### src/rtl/blit2d_pkg.sv
package blit2d_pkg;
  localparam int ADDR_W = 24;
  localparam int DIM_W  = 10;
  localparam int PIX_W  = 16;
  localparam int CMD_W  = 32;

  localparam logic [7:0] OP_COLOR = 8'h0B;
  localparam logic [7:0] OP_DST   = 8'h0C;
  localparam logic [7:0] OP_SRC   = 8'h0D;
  localparam logic [7:0] OP_WID   = 8'h0E;
  localparam logic [7:0] OP_HGT   = 8'h0F;
  localparam logic [7:0] OP_COPY  = 8'h21;
  localparam logic [7:0] OP_FILL  = 8'h23;

  typedef enum logic [1:0] {ST_IDLE, ST_RD, ST_RWAIT, ST_WR} blit_state_e;

  typedef struct packed {
    logic [ADDR_W-1:0] dst;
    logic [ADDR_W-1:0] src;
    logic [DIM_W-1:0]  wid;
    logic [DIM_W-1:0]  hgt;
    logic [PIX_W-1:0]  color;
  } blit_params_t;
endpackage

### src/rtl/blit2d_param_regs.sv
module blit2d_param_regs
  import blit2d_pkg::*;
(
  input  logic             clk,
  input  logic             rst_n,
  input  logic             load,
  input  logic [CMD_W-1:0] cmd,
  output blit_params_t     prm
);
  logic [7:0] opc;
  assign opc = cmd[CMD_W-1:CMD_W-8];

  always_ff @(posedge clk) begin
    if (!rst_n) begin
      prm <= '0;
    end else if (load) begin
      case (opc)
        OP_DST:   prm.dst   <= {cmd[ADDR_W-1:1], 1'b0};
        OP_SRC:   prm.src   <= {cmd[ADDR_W-1:1], 1'b0};
        OP_WID:   prm.wid   <= cmd[DIM_W-1:0];
        OP_HGT:   prm.hgt   <= cmd[DIM_W-1:0];
        OP_COLOR: prm.color <= cmd[PIX_W-1:0];
        default:  ;
      endcase
    end
  end
endmodule

### src/rtl/blit2d_addr_gen.sv
module blit2d_addr_gen
  import blit2d_pkg::*;
#(
  parameter int PITCH_W = 12
) (
  input  logic               clk,
  input  logic               rst_n,
  input  logic               start,
  input  logic               step,
  input  logic [ADDR_W-1:0]  dst_base,
  input  logic [ADDR_W-1:0]  src_base,
  input  logic [DIM_W-1:0]   wid_m1,
  input  logic [DIM_W-1:0]   hgt_m1,
  input  logic [PITCH_W-1:0] pitch_px,
  output logic [ADDR_W-1:0]  dst_addr,
  output logic [ADDR_W-1:0]  src_addr,
  output logic               last_px
);
  logic [DIM_W-1:0]  x_q, y_q;
  logic [ADDR_W-1:0] dst_row_q, src_row_q;
  logic [ADDR_W-1:0] row_step, x_off;
  logic              row_end;

  assign row_step = ADDR_W'({pitch_px, 1'b0});
  assign x_off    = ADDR_W'({x_q, 1'b0});
  assign row_end  = (x_q == wid_m1);
  assign last_px  = row_end && (y_q == hgt_m1);
  assign dst_addr = dst_row_q + x_off;
  assign src_addr = src_row_q + x_off;

  always_ff @(posedge clk) begin
    if (!rst_n) begin
      x_q       <= '0;
      y_q       <= '0;
      dst_row_q <= '0;
      src_row_q <= '0;
    end else if (start) begin
      x_q       <= '0;
      y_q       <= '0;
      dst_row_q <= dst_base;
      src_row_q <= src_base;
    end else if (step) begin
      if (row_end) begin
        x_q       <= '0;
        y_q       <= y_q + 1'b1;
        dst_row_q <= dst_row_q + row_step;
        src_row_q <= src_row_q + row_step;
      end else begin
        x_q <= x_q + 1'b1;
      end
    end
  end
endmodule

### src/rtl/blit2d_engine.sv
module blit2d_engine
  import blit2d_pkg::*;
#(
  parameter int PITCH_W = 12
) (
  input  logic               clk,
  input  logic               rst_n,
  input  logic               cmd_valid,
  output logic               cmd_ready,
  input  logic [CMD_W-1:0]   cmd_data,
  input  logic [PITCH_W-1:0] pitch_px,
  output logic               mem_valid,
  input  logic               mem_ready,
  output logic               mem_we,
  output logic [ADDR_W-1:0]  mem_addr,
  output logic [PIX_W-1:0]   mem_wdata,
  input  logic               mem_rvalid,
  input  logic [PIX_W-1:0]   mem_rdata,
  output logic [1:0]         exec_status,
  output logic               done,
  output logic               irq
);
  blit_params_t      prm;
  blit_state_e       state_q;
  logic              cmd_fire, is_go, mem_fire, wr_fire, last_px;
  logic              copy_q, irq_req_q, end_req_q, end_flag_q, done_q, irq_q;
  logic [PIX_W-1:0]  pix_q;
  logic [ADDR_W-1:0] dst_addr, src_addr;
  logic [7:0]        opc;

  assign opc       = cmd_data[CMD_W-1:CMD_W-8];
  assign cmd_ready = (state_q == ST_IDLE);
  assign cmd_fire  = cmd_valid && cmd_ready;
  assign is_go     = cmd_fire && (opc == OP_FILL || opc == OP_COPY);
  assign mem_valid = (state_q == ST_RD) || (state_q == ST_WR);
  assign mem_we    = (state_q == ST_WR);
  assign mem_fire  = mem_valid && mem_ready;
  assign wr_fire   = mem_fire && mem_we;
  assign mem_addr  = (state_q == ST_RD) ? src_addr : dst_addr;
  assign mem_wdata = copy_q ? pix_q : prm.color;

  assign exec_status = {state_q != ST_IDLE, end_flag_q};
  assign done        = done_q;
  assign irq         = irq_q;

  blit2d_param_regs u_params (
    .clk  (clk),
    .rst_n(rst_n),
    .load (cmd_fire),
    .cmd  (cmd_data),
    .prm  (prm)
  );

  blit2d_addr_gen #(.PITCH_W(PITCH_W)) u_addr (
    .clk     (clk),
    .rst_n   (rst_n),
    .start   (is_go),
    .step    (wr_fire),
    .dst_base(prm.dst),
    .src_base(prm.src),
    .wid_m1  (prm.wid),
    .hgt_m1  (prm.hgt),
    .pitch_px(pitch_px),
    .dst_addr(dst_addr),
    .src_addr(src_addr),
    .last_px (last_px)
  );

  always_ff @(posedge clk) begin
    if (!rst_n) begin
      state_q    <= ST_IDLE;
      copy_q     <= 1'b0;
      irq_req_q  <= 1'b0;
      end_req_q  <= 1'b0;
      end_flag_q <= 1'b0;
      done_q     <= 1'b0;
      irq_q      <= 1'b0;
      pix_q      <= '0;
    end else begin
      done_q <= wr_fire && last_px;
      irq_q  <= wr_fire && last_px && irq_req_q;
      case (state_q)
        ST_IDLE: if (is_go) begin
          copy_q    <= (opc == OP_COPY);
          end_req_q <= cmd_data[0];
          irq_req_q <= cmd_data[1];
          state_q   <= (opc == OP_COPY) ? ST_RD : ST_WR;
        end
        ST_RD: if (mem_fire) state_q <= ST_RWAIT;
        ST_RWAIT: if (mem_rvalid) begin
          pix_q   <= mem_rdata;
          state_q <= ST_WR;
        end
        ST_WR: if (mem_fire) begin
          if (last_px) begin
            end_flag_q <= end_req_q;
            state_q    <= ST_IDLE;
          end else begin
            state_q <= copy_q ? ST_RD : ST_WR;
          end
        end
        default: state_q <= ST_IDLE;
      endcase
    end
  end
endmodule

### config.mk
export PLATFORM = sky130hd
export DESIGN_NAME = blit2d_engine
export DESIGN_NICKNAME = d
export VERILOG_FILES = /design/src/rtl/blit2d_pkg.sv /design/src/rtl/blit2d_param_regs.sv /design/src/rtl/blit2d_addr_gen.sv /design/src/rtl/blit2d_engine.sv
export SDC_FILE = /design/constraint.sdc
export NUM_CORES = 1
export LEC_CHECK = 0
export CAP_MARGIN = 40
export CORE_ASPECT_RATIO = 1.5
export CORE_UTILIZATION = 50
export CTS_CLUSTER_DIAMETER = 50
export DETAILED_ROUTE_END_ITERATION = 16
export DONT_BUFFER_PORTS = 1
export MAX_ROUTING_LAYER = met4
export PLACE_DENSITY = 0.63
export SYNTH_ARGS = -nofsm -noshare
export SYNTH_HDL_FRONTEND = slang
export SYNTH_HIERARCHICAL = 1
export SYNTH_SLANG_ARGS = --single-unit
### constraint.sdc
create_clock -name clk -period 6.7 [get_ports clk]
set_input_delay 1.34 -clock clk [delete_from_list [all_inputs] [get_ports clk]]
set_output_delay 1.34 -clock clk [all_outputs]
set_load 0.01 [all_outputs]
After elaboration in Yosys (flattened, before gate mapping)
Cells that the tools add are included.
{"block": "classes", "n_addsub": 6, "n_eq_ne": 16, "muxes": 17, "bitwise": 1, "n_reduce_logical": 25}
{"operator": "2-to-1 mux 24 bit", "n": 7}
{"operator": "adder 24 x 11 -> 24 bit", "n": 2}
{"operator": "adder 24 x 13 -> 24 bit", "n": 2}
{"operator": "equality test 8 x 4 -> 1 bit (second input constant)", "n": 5}
{"operator": "adder 10 x 1 -> 10 bit (second input constant)", "n": 2}
{"operator": "equality test 10 bit", "n": 2}
{"operator": "AND reduction 2 bit", "n": 9}
{"operator": "equality test 8 x 6 -> 1 bit (second input constant)", "n": 2}
{"operator": "2-to-1 mux 16 bit", "n": 1}
{"operator": "2-to-1 mux 2 bit", "n": 7}
{"operator": "2-to-1 mux 10 bit", "n": 1}
{"operator": "one-hot mux 2 bit (4 select lines)", "n": 1}
{"operator": "logical AND 1 bit", "n": 7}
{"operator": "nonzero test 2 bit", "n": 3}
{"operator": "equality test 2 bit (second input constant)", "n": 2}
{"operator": "!= test 2 x 1 -> 1 bit (second input constant)", "n": 2}
{"operator": "!= test 2 bit (second input constant)", "n": 2}
{"operator": "AND reduction 4 bit", "n": 1}
{"operator": "AND reduction 3 bit", "n": 1}
{"operator": "equality test 2 x 1 -> 1 bit (second input constant)", "n": 1}
{"operator": "zero test 2 bit", "n": 1}
{"operator": "logical OR 1 bit", "n": 2}
{"operator": "OR reduction 2 bit", "n": 1}
{"operator": "NOT 1 bit", "n": 1}
{"block": "totals", "ff_bits": 174, "in_bits": 65, "wordCells": 82}

Depth between registers and ports, before layout
Gate-level depths: netlist of run 1.
{"block": "depth", "word_depth": 6, "ltp_mapped": 10, "mapped_depth_nobuf": 10}

By module
The synthesis of run 1 kept the hierarchy.
{"module": "blit2d_addr_gen", "n_inst": 1, "cells_each": 773, "area_per_inst_um2": 6132.1, "seq_area_each_um2": 1361.3}
{"module": "blit2d_param_regs", "n_inst": 1, "cells_each": 305, "area_per_inst_um2": 3105.5, "seq_area_each_um2": 1641.6}
{"module": "blit2d_engine", "n_inst": 1, "cells_each": 163, "area_per_inst_um2": 1530.2, "seq_area_each_um2": 480.5}

Worst setup path after synthesis of run 1
OpenSTA, ideal clock, no wires.
{"block": "synth_timing", "path_kind": "reg2out", "startpoint": "register u_addr.x_q[1]", "endpoint": "output mem_addr[19]", "arrival_ns": 2.281, "slack_ns": 3.079, "path_stages_with_launch": 11, "n_path_buf": 1, "cell_sequence": "dfxtp_1 > buf_6 > inv_1 > fa_1 > nor2b_1 > o31a_1 > o211a_1 > o2111ai_1 > a21oi_1 > xor2_1 > mux2_1"}
{"block": "synth_via", "elab_chain_cells": 2}
{"item": "from (decl)", "line_no": "blit2d_addr_gen.sv:19", "source": "logic [DIM_W-1:0] x_q, y_q;"}
{"item": "from (signal assigned)", "line_no": "blit2d_addr_gen.sv:49", "source": "x_q <= x_q + 1'b1;"}
{"item": "adder 24 x 11 -> 24 bit", "line_no": "blit2d_addr_gen.sv:28", "source": "assign dst_addr = dst_row_q + x_off;"}
{"item": "via dst_addr[19]", "line_no": "blit2d_engine.sv:28", "source": "logic [ADDR_W-1:0] dst_addr, src_addr;"}
{"item": "2-to-1 mux 24 bit", "line_no": "blit2d_engine.sv:39", "source": "assign mem_addr = (state_q == ST_RD) ? src_addr : dst_addr;"}
{"item": "to (decl)", "line_no": "blit2d_engine.sv:15", "source": "output logic [ADDR_W-1:0] mem_addr,"}
The timed path passes the listed nets, and every way through them passes these cells.

Worst setup path in the final report of run 1
{"block": "layout_timing", "startpoint": "register u_addr.x_q[0]", "endpoint": "output mem_addr[19]"}
{"block": "layout_via", "elab_chain_cells": 2}
{"item": "adder 24 x 11 -> 24 bit", "line_no": "blit2d_addr_gen.sv:29", "source": "assign src_addr = src_row_q + x_off;"}
{"item": "via src_addr[19]", "line_no": "blit2d_engine.sv:28"}
{"item": "2-to-1 mux 24 bit", "line_no": "blit2d_engine.sv:39"}
The timed path passes the listed nets, and every way through them passes these cells.

==> flow_summary_export.csv, run 1 <==
group,metric,value,unit
cells_and_area,areaGrowthSynthToFinish,5.53,%
placed_design,dp.cells,1446,
clocking,cts_max_path_buffers,2,
yosys,synth_edf_count,0,
floorplanning,core_area,21100,um^2
yosys,synth_top_area_cell,"dfxtp_1",
worst_setup_path,crit_type,"flop to output pin",
power_and_ir_drop,ir_drop,177,uV
clocking,clk_pin_slew_worst_paths,0.07,ns
placed_design,dp_hpwl,20100,um
worst_setup_path,arrival,3.38,ns
yosys,ys_warn_count,6,
route,vias_per_cell,5.83,
yosys,yosysSeqAreaShare,0.323,
sta,slew_headroom,0.486,
route,avgRoutedWirePerCell,18.5,um
cells_and_area,final_cell_mix,"nand2_1, dfxtp_1, mux2i_1",
sta,finalHoldViolCount,0,
grt,grt-ovfl-total,0,
grt,grt_usage,0.261,
placed_design,gp_congestion,0.873,
cells_and_area,fill_cells,1994,
worst_setup_path,cp_slowest_cell,"dfxtp_1",
floorplanning,die-area,22100,um^2
cells_and_area,layout_commonest_cell,"nand2_1",
floorplanning,die_x,122,um
worst_setup_path,start_kind,"flop",
sta,setup_violations,0,
yosys,synth_flop_cell,"dfxtp_1",
clocking,h-tree-depth,4,
worst_setup_path,crit_path_frequent_cell,"a21oi_1",
worst_setup_path,crit_buf_inv,1,
clocking,cts.sinks,174,
sta,min_period_over_period,0.704,
worst_setup_path,crit_path_end_kind,"output pin",
worst_setup_path,crit_chain,"ha_1 > inv_1 > fa_1 > nor2b_1 > o21bai_1 > a21oi_1 > o2111ai_1 > a21oi_1 > xor2_1 > mux2_1",
route,drc,0,
yosys,netlist.area_leader.share,0.323,
grt,grt_pass1_vias,8295,
sta,max_clock_freq,212,MHz
route,dr_wl_met2,12500,um
route,route.met3.wl,1430,um
yosys,synth_area_leaders,"dfxtp_1, mux2i_1, nand2_1, ha_1, xnor2_1",
floorplanning,io_pins,112,
worst_setup_path,max_stage_delay,0.57,ns
route,first_pass_iters,5,
sta,rsz0062_at_grt,"false",
placed_design,io_buffers,0,
grt,grt_max_degree,175,
clocking,clock_latency,0.43,ns
cells_and_area,layout-drive-gt1-share,0.0777,
yosys,avgSynthCellArea,8.68,um^2
sta,maxSlewViolCount,0,
power_and_ir_drop,leakage,4.90,nW
cells_and_area,antenna_cells,0,
yosys,syn_inst,1241,
sta,tns,0,ns
floorplanning,start_util,0.511,
floorplanning,num_rows,65,
yosys,synthesis.area,10800,um^2
route,drtIter0Drc,547,
sta,fin_worst_skew,0.00785,ns
yosys,synth_seq_cells,174,
worst_hold_path,hold_path.class,"flop to flop",
worst_setup_path,critPathTopFamily,"compound AO/OA/AOI/OAI gates",
floorplanning,die_y,182,um
power_and_ir_drop,powerDensity,186,nW/um^2
grt,antenna_found_initial,0,
clocking,cts.repair.resized,0,
yosys,async_reset_ff_frac,0,
yosys,synth.distinct_cells,86,
cells_and_area,final_nets,1312,
clocking,cts_root_buffer,"clkbuf_16",
grt,grt_pass1_wl,43700,um
route,via_count,8618,
job,drv_cap,0,
route,finalWirelength,27400,um
clocking,cts_buffers,17,
cells_and_area,final_cells,1478,
clocking,hold_buffers,0,
worst_setup_path,cp_data_required_time,5.36,ns
worst_setup_path,crit_fanout,9,
route,highest_layer,"met4",
run_status,status,"finished clean",
route,ant_nets,0,
sta,worst_pin_slew,0.769,ns
clocking,post_cts_buffers,0,
sta,fin_crit,4.72,ns
route,met1_length,12500,um
clocking,cts_tree,"built",
==> cell type report <==
class	count	area [um^2]	share of cell area
multi-input combinational	965	6740	0.593
sequential	174	3480	0.307
clock buffer	20	457	0.0402
tap	268	335	0.0295
clock inverter	12	134	0.0118
timing repair buffer	11	108	0.00947
inverter	28	105	0.00925
==> where the power goes <==
part | total (W) | switching (W) | internal (W)
Combinational | 0.0000733 | 0.0000468 | 0.0000265
Sequential | 0.00104 | 0.00000395 | 0.00104
Clock | 0.000998 | 0.000426 | 0.000572
Total | 0.00211 | 0.000477 | 0.00164
==> per-layer routing <==
metal  global-route usage  vias up
li1                     -     4300
met1                0.331     4018
met2                0.408      251
met3               0.0411       49
met4                0.112        0
met5                    -        -
==> cell families after synthesis <==
| group | Yosys count | synth area share |
|---|---|---|
| XOR/XNOR | 93 | 0.0770 |
| other | 1 | 0.000348 |
| AO/OA/AOI/OAI | 256 | 0.161 |
| adder cells (fa/ha/maj) | 50 | 0.0609 |
| buffers and inverters | 103 | 0.0521 |
| multiplexers | 134 | 0.129 |
| flip-flops | 174 | 0.323 |
| AND/OR/NAND/NOR | 430 | 0.195 |
==> worst paths after layout <==
path                       startpoint              endpoint  slack (ns)  cells past startpoint
hold reg to reg             pix_q[11]             pix_q[11]        0.45                      2
setup reg to reg  u_addr/dst_row_q[1]  u_addr/dst_row_q[19]        3.90                      9
hold / removal              pix_q[11]             pix_q[11]        0.45                      2
setup / recovery        u_addr/x_q[0]          mem_addr[19]        1.98                     10
==> metrics by stage <==
stage / hold slack (ns) / utilization / instance area [um^2] / worst slack (ns) / total power, W
CTS: 0.450 / 0.539 / 11400 / 2.01 / 0.00213
detailed placement: 0.442 / 0.511 / 10800 / 2.47 / 0.00114
global route: 0.473 / 0.539 / 11400 / 1.73 / 0.00218
global placement: 0.438 / 0.509 / 10700 / 2.53 / 0.00114
finish: 0.449 / 0.539 / 11400 / 1.98 / 0.00211
floorplan: 0.430 / - / 10800 / 3.08 / 0.00113
==> worst min-delay path: cells and delay by family, from the launching register on <==
| kind | cells | cell delay (ns) |
|---|---|---|
| AOI/OAI and AO/OA | 1 | 0.05 |
| DFF | 1 | 0.31 |
| and+or+nand+nor | 1 | 0.05 |
==> flip-flops by register name (all words and copies together), names as in the netlist <==
register and flops:
u_addr/x_q 10, u_addr/src_row_q 24, irq 1, done 1, irq_req_q 1, copy_q 1, u_params/prm 82, pix_q 16
u_addr/y_q 10, u_addr/dst_row_q 24, state_q 2, end_req_q 1, end_flag_q 1
==> synth_stat cells (5+ instances only) <==
cell type / count
a211oi_1: 10
a21boi_0: 6
a21boi_1: 18
a21o_1: 9
a21oi_1: 70
a311oi_1: 6
a31oi_1: 5
and2_1: 11
and3_1: 17
buf_2: 12
buf_4: 11
buf_6: 9
clkbuf_1: 35
dfxtp_1: 174
ha_1: 46
inv_1: 27
mux2_1: 24
mux2_2: 17
mux2i_1: 93
nand2_1: 217
nand2b_1: 6
nand3_1: 30
nand4_1: 16
nor2_1: 63
nor2b_1: 8
nor3_1: 8
nor4_1: 8
o211a_1: 7
o211ai_1: 14
o21a_1: 13
o21ai_0: 49
o21bai_1: 6
or2_2: 7
or3_1: 9
or4_1: 6
xnor2_1: 53
xor2_1: 38
Power figures use the tool's default switching activity.
==> inputs of run 2 (changes only) <==
--- a/config.mk
+++ b/config.mk
@@ -12,7 +12,7 @@
 export DETAILED_ROUTE_END_ITERATION = 16
 export DONT_BUFFER_PORTS = 1
 export MAX_ROUTING_LAYER = met4
-export PLACE_DENSITY = 0.63
+export PLACE_DENSITY = 0.66
 export SYNTH_ARGS = -nofsm -noshare
 export SYNTH_HDL_FRONTEND = slang
 export SYNTH_HIERARCHICAL = 1
==> constraint.sdc (replaced) <==
create_clock -name clk -period 3.8 [get_ports clk]
set_input_delay 0.76 -clock clk [delete_from_list [all_inputs] [get_ports clk]]
set_output_delay 0.76 -clock clk [all_outputs]
set_load 0.01 [all_outputs]
==> flow_summary_export.csv, run 2 (synthesis gave the netlist of run 1 again) <==
group,metric,value,unit
cells_and_area,largest-register,"u_params/prm",
clocking,cts_tree,"built",
cells_and_area,layout_commonest_cell,"nand2_1",
grt,antenna_found_initial,0,
route,via_count,8772,
grt,grt_pass1_vias,8579,
sta,slew_headroom,0.446,
cells_and_area,postLayoutCellArea,11500,um^2
power_and_ir_drop,internal-power,0.00284,W
worst_setup_path,cp_slowest_cell,"dfxtp_1",
route,ant_nets,0,
worst_hold_path,hold_path.class,"primary input to flop",
worst_setup_path,cp_data_required_time,3.04,ns
worst_setup_path,rr_startpoint,"u_addr/dst_row_q[1]",
floorplanning,die_y,182,um
sta,min_period_over_period,0.967,
sta,tns,0,ns
cells_and_area,largest_register_ffs,82,
clocking,cts_max_path_buffers,2,
power_and_ir_drop,p_switching,0.000882,W
cells_and_area,areaGrowthSynthToFinish,6.60,%
floorplanning,start_util,0.511,
worst_setup_path,max_stage_delay,0.47,ns
floorplanning,die_x,122,um
floorplanning,io_pins,112,
sta,fin_worst_skew,0.00913,ns
cells_and_area,biggestRegsByFlops,"u_params/prm: 82 flops, u_addr/dst_row_q: 24 flops, u_addr/src_row_q: 24 flops",
sta,max_clock_freq,272,MHz
floorplanning,die-area,22100,um^2
power_and_ir_drop,leakage,4.95,nW
worst_setup_path,critPathCapture,"mem_addr[12]",
worst_setup_path,crit_fanout,6,
placed_design,dp_hpwl,20600,um
worst_setup_path,arrival,2.92,ns
power_and_ir_drop,powerDensity,324,nW/um^2
grt,grt_usage,0.269,
route,avgRoutedWirePerCell,18.8,um
sta,setup_violations,0,
worst_setup_path,start_kind,"flop",
clocking,cts_buffers,17,
floorplanning,core_area,21100,um^2
worst_setup_path,reg2reg_depth,10,
clocking,h-tree-depth,4,
worst_setup_path,crit_chain,"ha_1 > o21a_1 > o21ai_0 > a21oi_1 > a21boi_2 > mux2i_1 > a2111o_1 > mux2_1",
sta,finalHoldViolCount,0,
cells_and_area,antenna_cells,0,
power_and_ir_drop,pwr-share-clk,0.471,
worst_setup_path,crit_type,"flop to output pin",
grt,grt_pass1_wl,45000,um
placed_design,gp_congestion,0.886,
sta,holdWs,0.450,ns
run_status,status,"finished clean",
worst_setup_path,startpoint,"u_addr/x_q[4]",
job,drv_cap,0,
sta,rsz0062_at_grt,"false",
clocking,cts_root_buffer,"clkbuf_16",
worst_setup_path,crit_path_end_kind,"output pin",
cells_and_area,final_nets,1321,
route,drc,0,
floorplanning,num_rows,65,
route,finalWirelength,28000,um
route,first_pass_iters,5,
power_and_ir_drop,swShare,0.237,
power_and_ir_drop,ir_drop,250,uV
power_and_ir_drop,combPwrFrac,0.036,
cells_and_area,layout-drive-gt1-share,0.0952,
sta,maxSlewViolCount,0,
worst_setup_path,timing.rr.end,"u_addr/dst_row_q[19]",
cells_and_area,final_cell_mix,"nand2_1, dfxtp_1, mux2i_1",
clocking,cts.sinks,174,
route,drtIter0Drc,585,
cells_and_area,final_util,0.545,
sta,fin_crit,3.68,ns
route,met1_length,12500,um
power_and_ir_drop,seqPwrFrac,0.493,
power_and_ir_drop,p_total,0.00372,W
placed_design,io_buffers,0,
route,vias_per_cell,5.90,
route,highest_layer,"met4",
grt,grt-ovfl-total,0,
grt,grt_max_degree,175,
route,dr_wl_met2,13400,um
clocking,clk_pin_slew_worst_paths,0.07,ns
route,route.met3.wl,1440,um
clocking,clock_latency,0.44,ns
sta,worst_pin_slew,0.829,ns
worst_setup_path,r2r_slack,1.09,ns
placed_design,dpl-instance-area,10800,um^2
## run 2: how the worst min path moves through the flow
| stage | start | end | slack [ns] | depth (start not counted) |
|---|---|---|---|---|
| after floorplan | irq_req_q | irq | 0.43 | 1 |
| after global placement | pix_q[11] | pix_q[11] | 0.44 | 2 |
| after detailed placement | pix_q[5] | pix_q[5] | 0.44 | 2 |
| after CTS | mem_rdata[5] | pix_q[5] | 0.43 | 2 |
| after global routing | mem_rdata[5] | pix_q[5] | 0.43 | 2 |
| final | mem_rdata[7] | pix_q[7] | 0.45 | 2 |
## run 2: per-layer routing
metal	track usage	vias up
met5	-	-
met4	0.0983	0
met3	0.0377	45
met2	0.431	263
met1	0.340	4143
li1	-	4321
## run 2: area by class of cell
type                            count  area (um^2)
Multi-Input combinational cell    965         6820
Fill cell                        1952         9590
Clock buffer                       21          460
Timing Repair Buffer               20          150
Inverter                           28          105
Sequential cell                   174         3480
Tap cell                          268          335
Clock inverter                     11          124
## run 2: power by group through the flow
stage | combinational (W) | clock (W) | sequential [W]
floorplan | 0.000120 | 0 | 0.00187
global placement | 0.000131 | 0 | 0.00188
detailed placement | 0.000131 | 0 | 0.00188
CTS | 0.000132 | 0.00178 | 0.00183
global route | 0.000146 | 0.00185 | 0.00183
finish | 0.000132 | 0.00175 | 0.00183
## run 2: what timing repair did
action | in CTS | in global routing
resized for setup | 2 | 15
setup buffers | 0 | 0
pin swaps | 0 | 2
endpoints found under the setup margin | 6 | 9
hold buffers | 0 | 0
## run 2: critical path: cells and delay by family (launching register included)
family,cells,cell delay [ns]
AO/OA/AOI/OAI,5,1.23
adder cells (fa/ha/maj),1,0.32
flip-flops,1,0.47
multiplexers,2,0.46
## run 2: through the flow
stage | instances | worst slack [ns]
2_1_floorplan | 1242 | 0.759
3_3_place_gp | 1455 | 0.457
3_5_place_dp | 1455 | 0.390
4_1_cts | 1487 | 0.0190
5_1_grt | 1487 | 0.00202
6_report | 1487 | 0.124
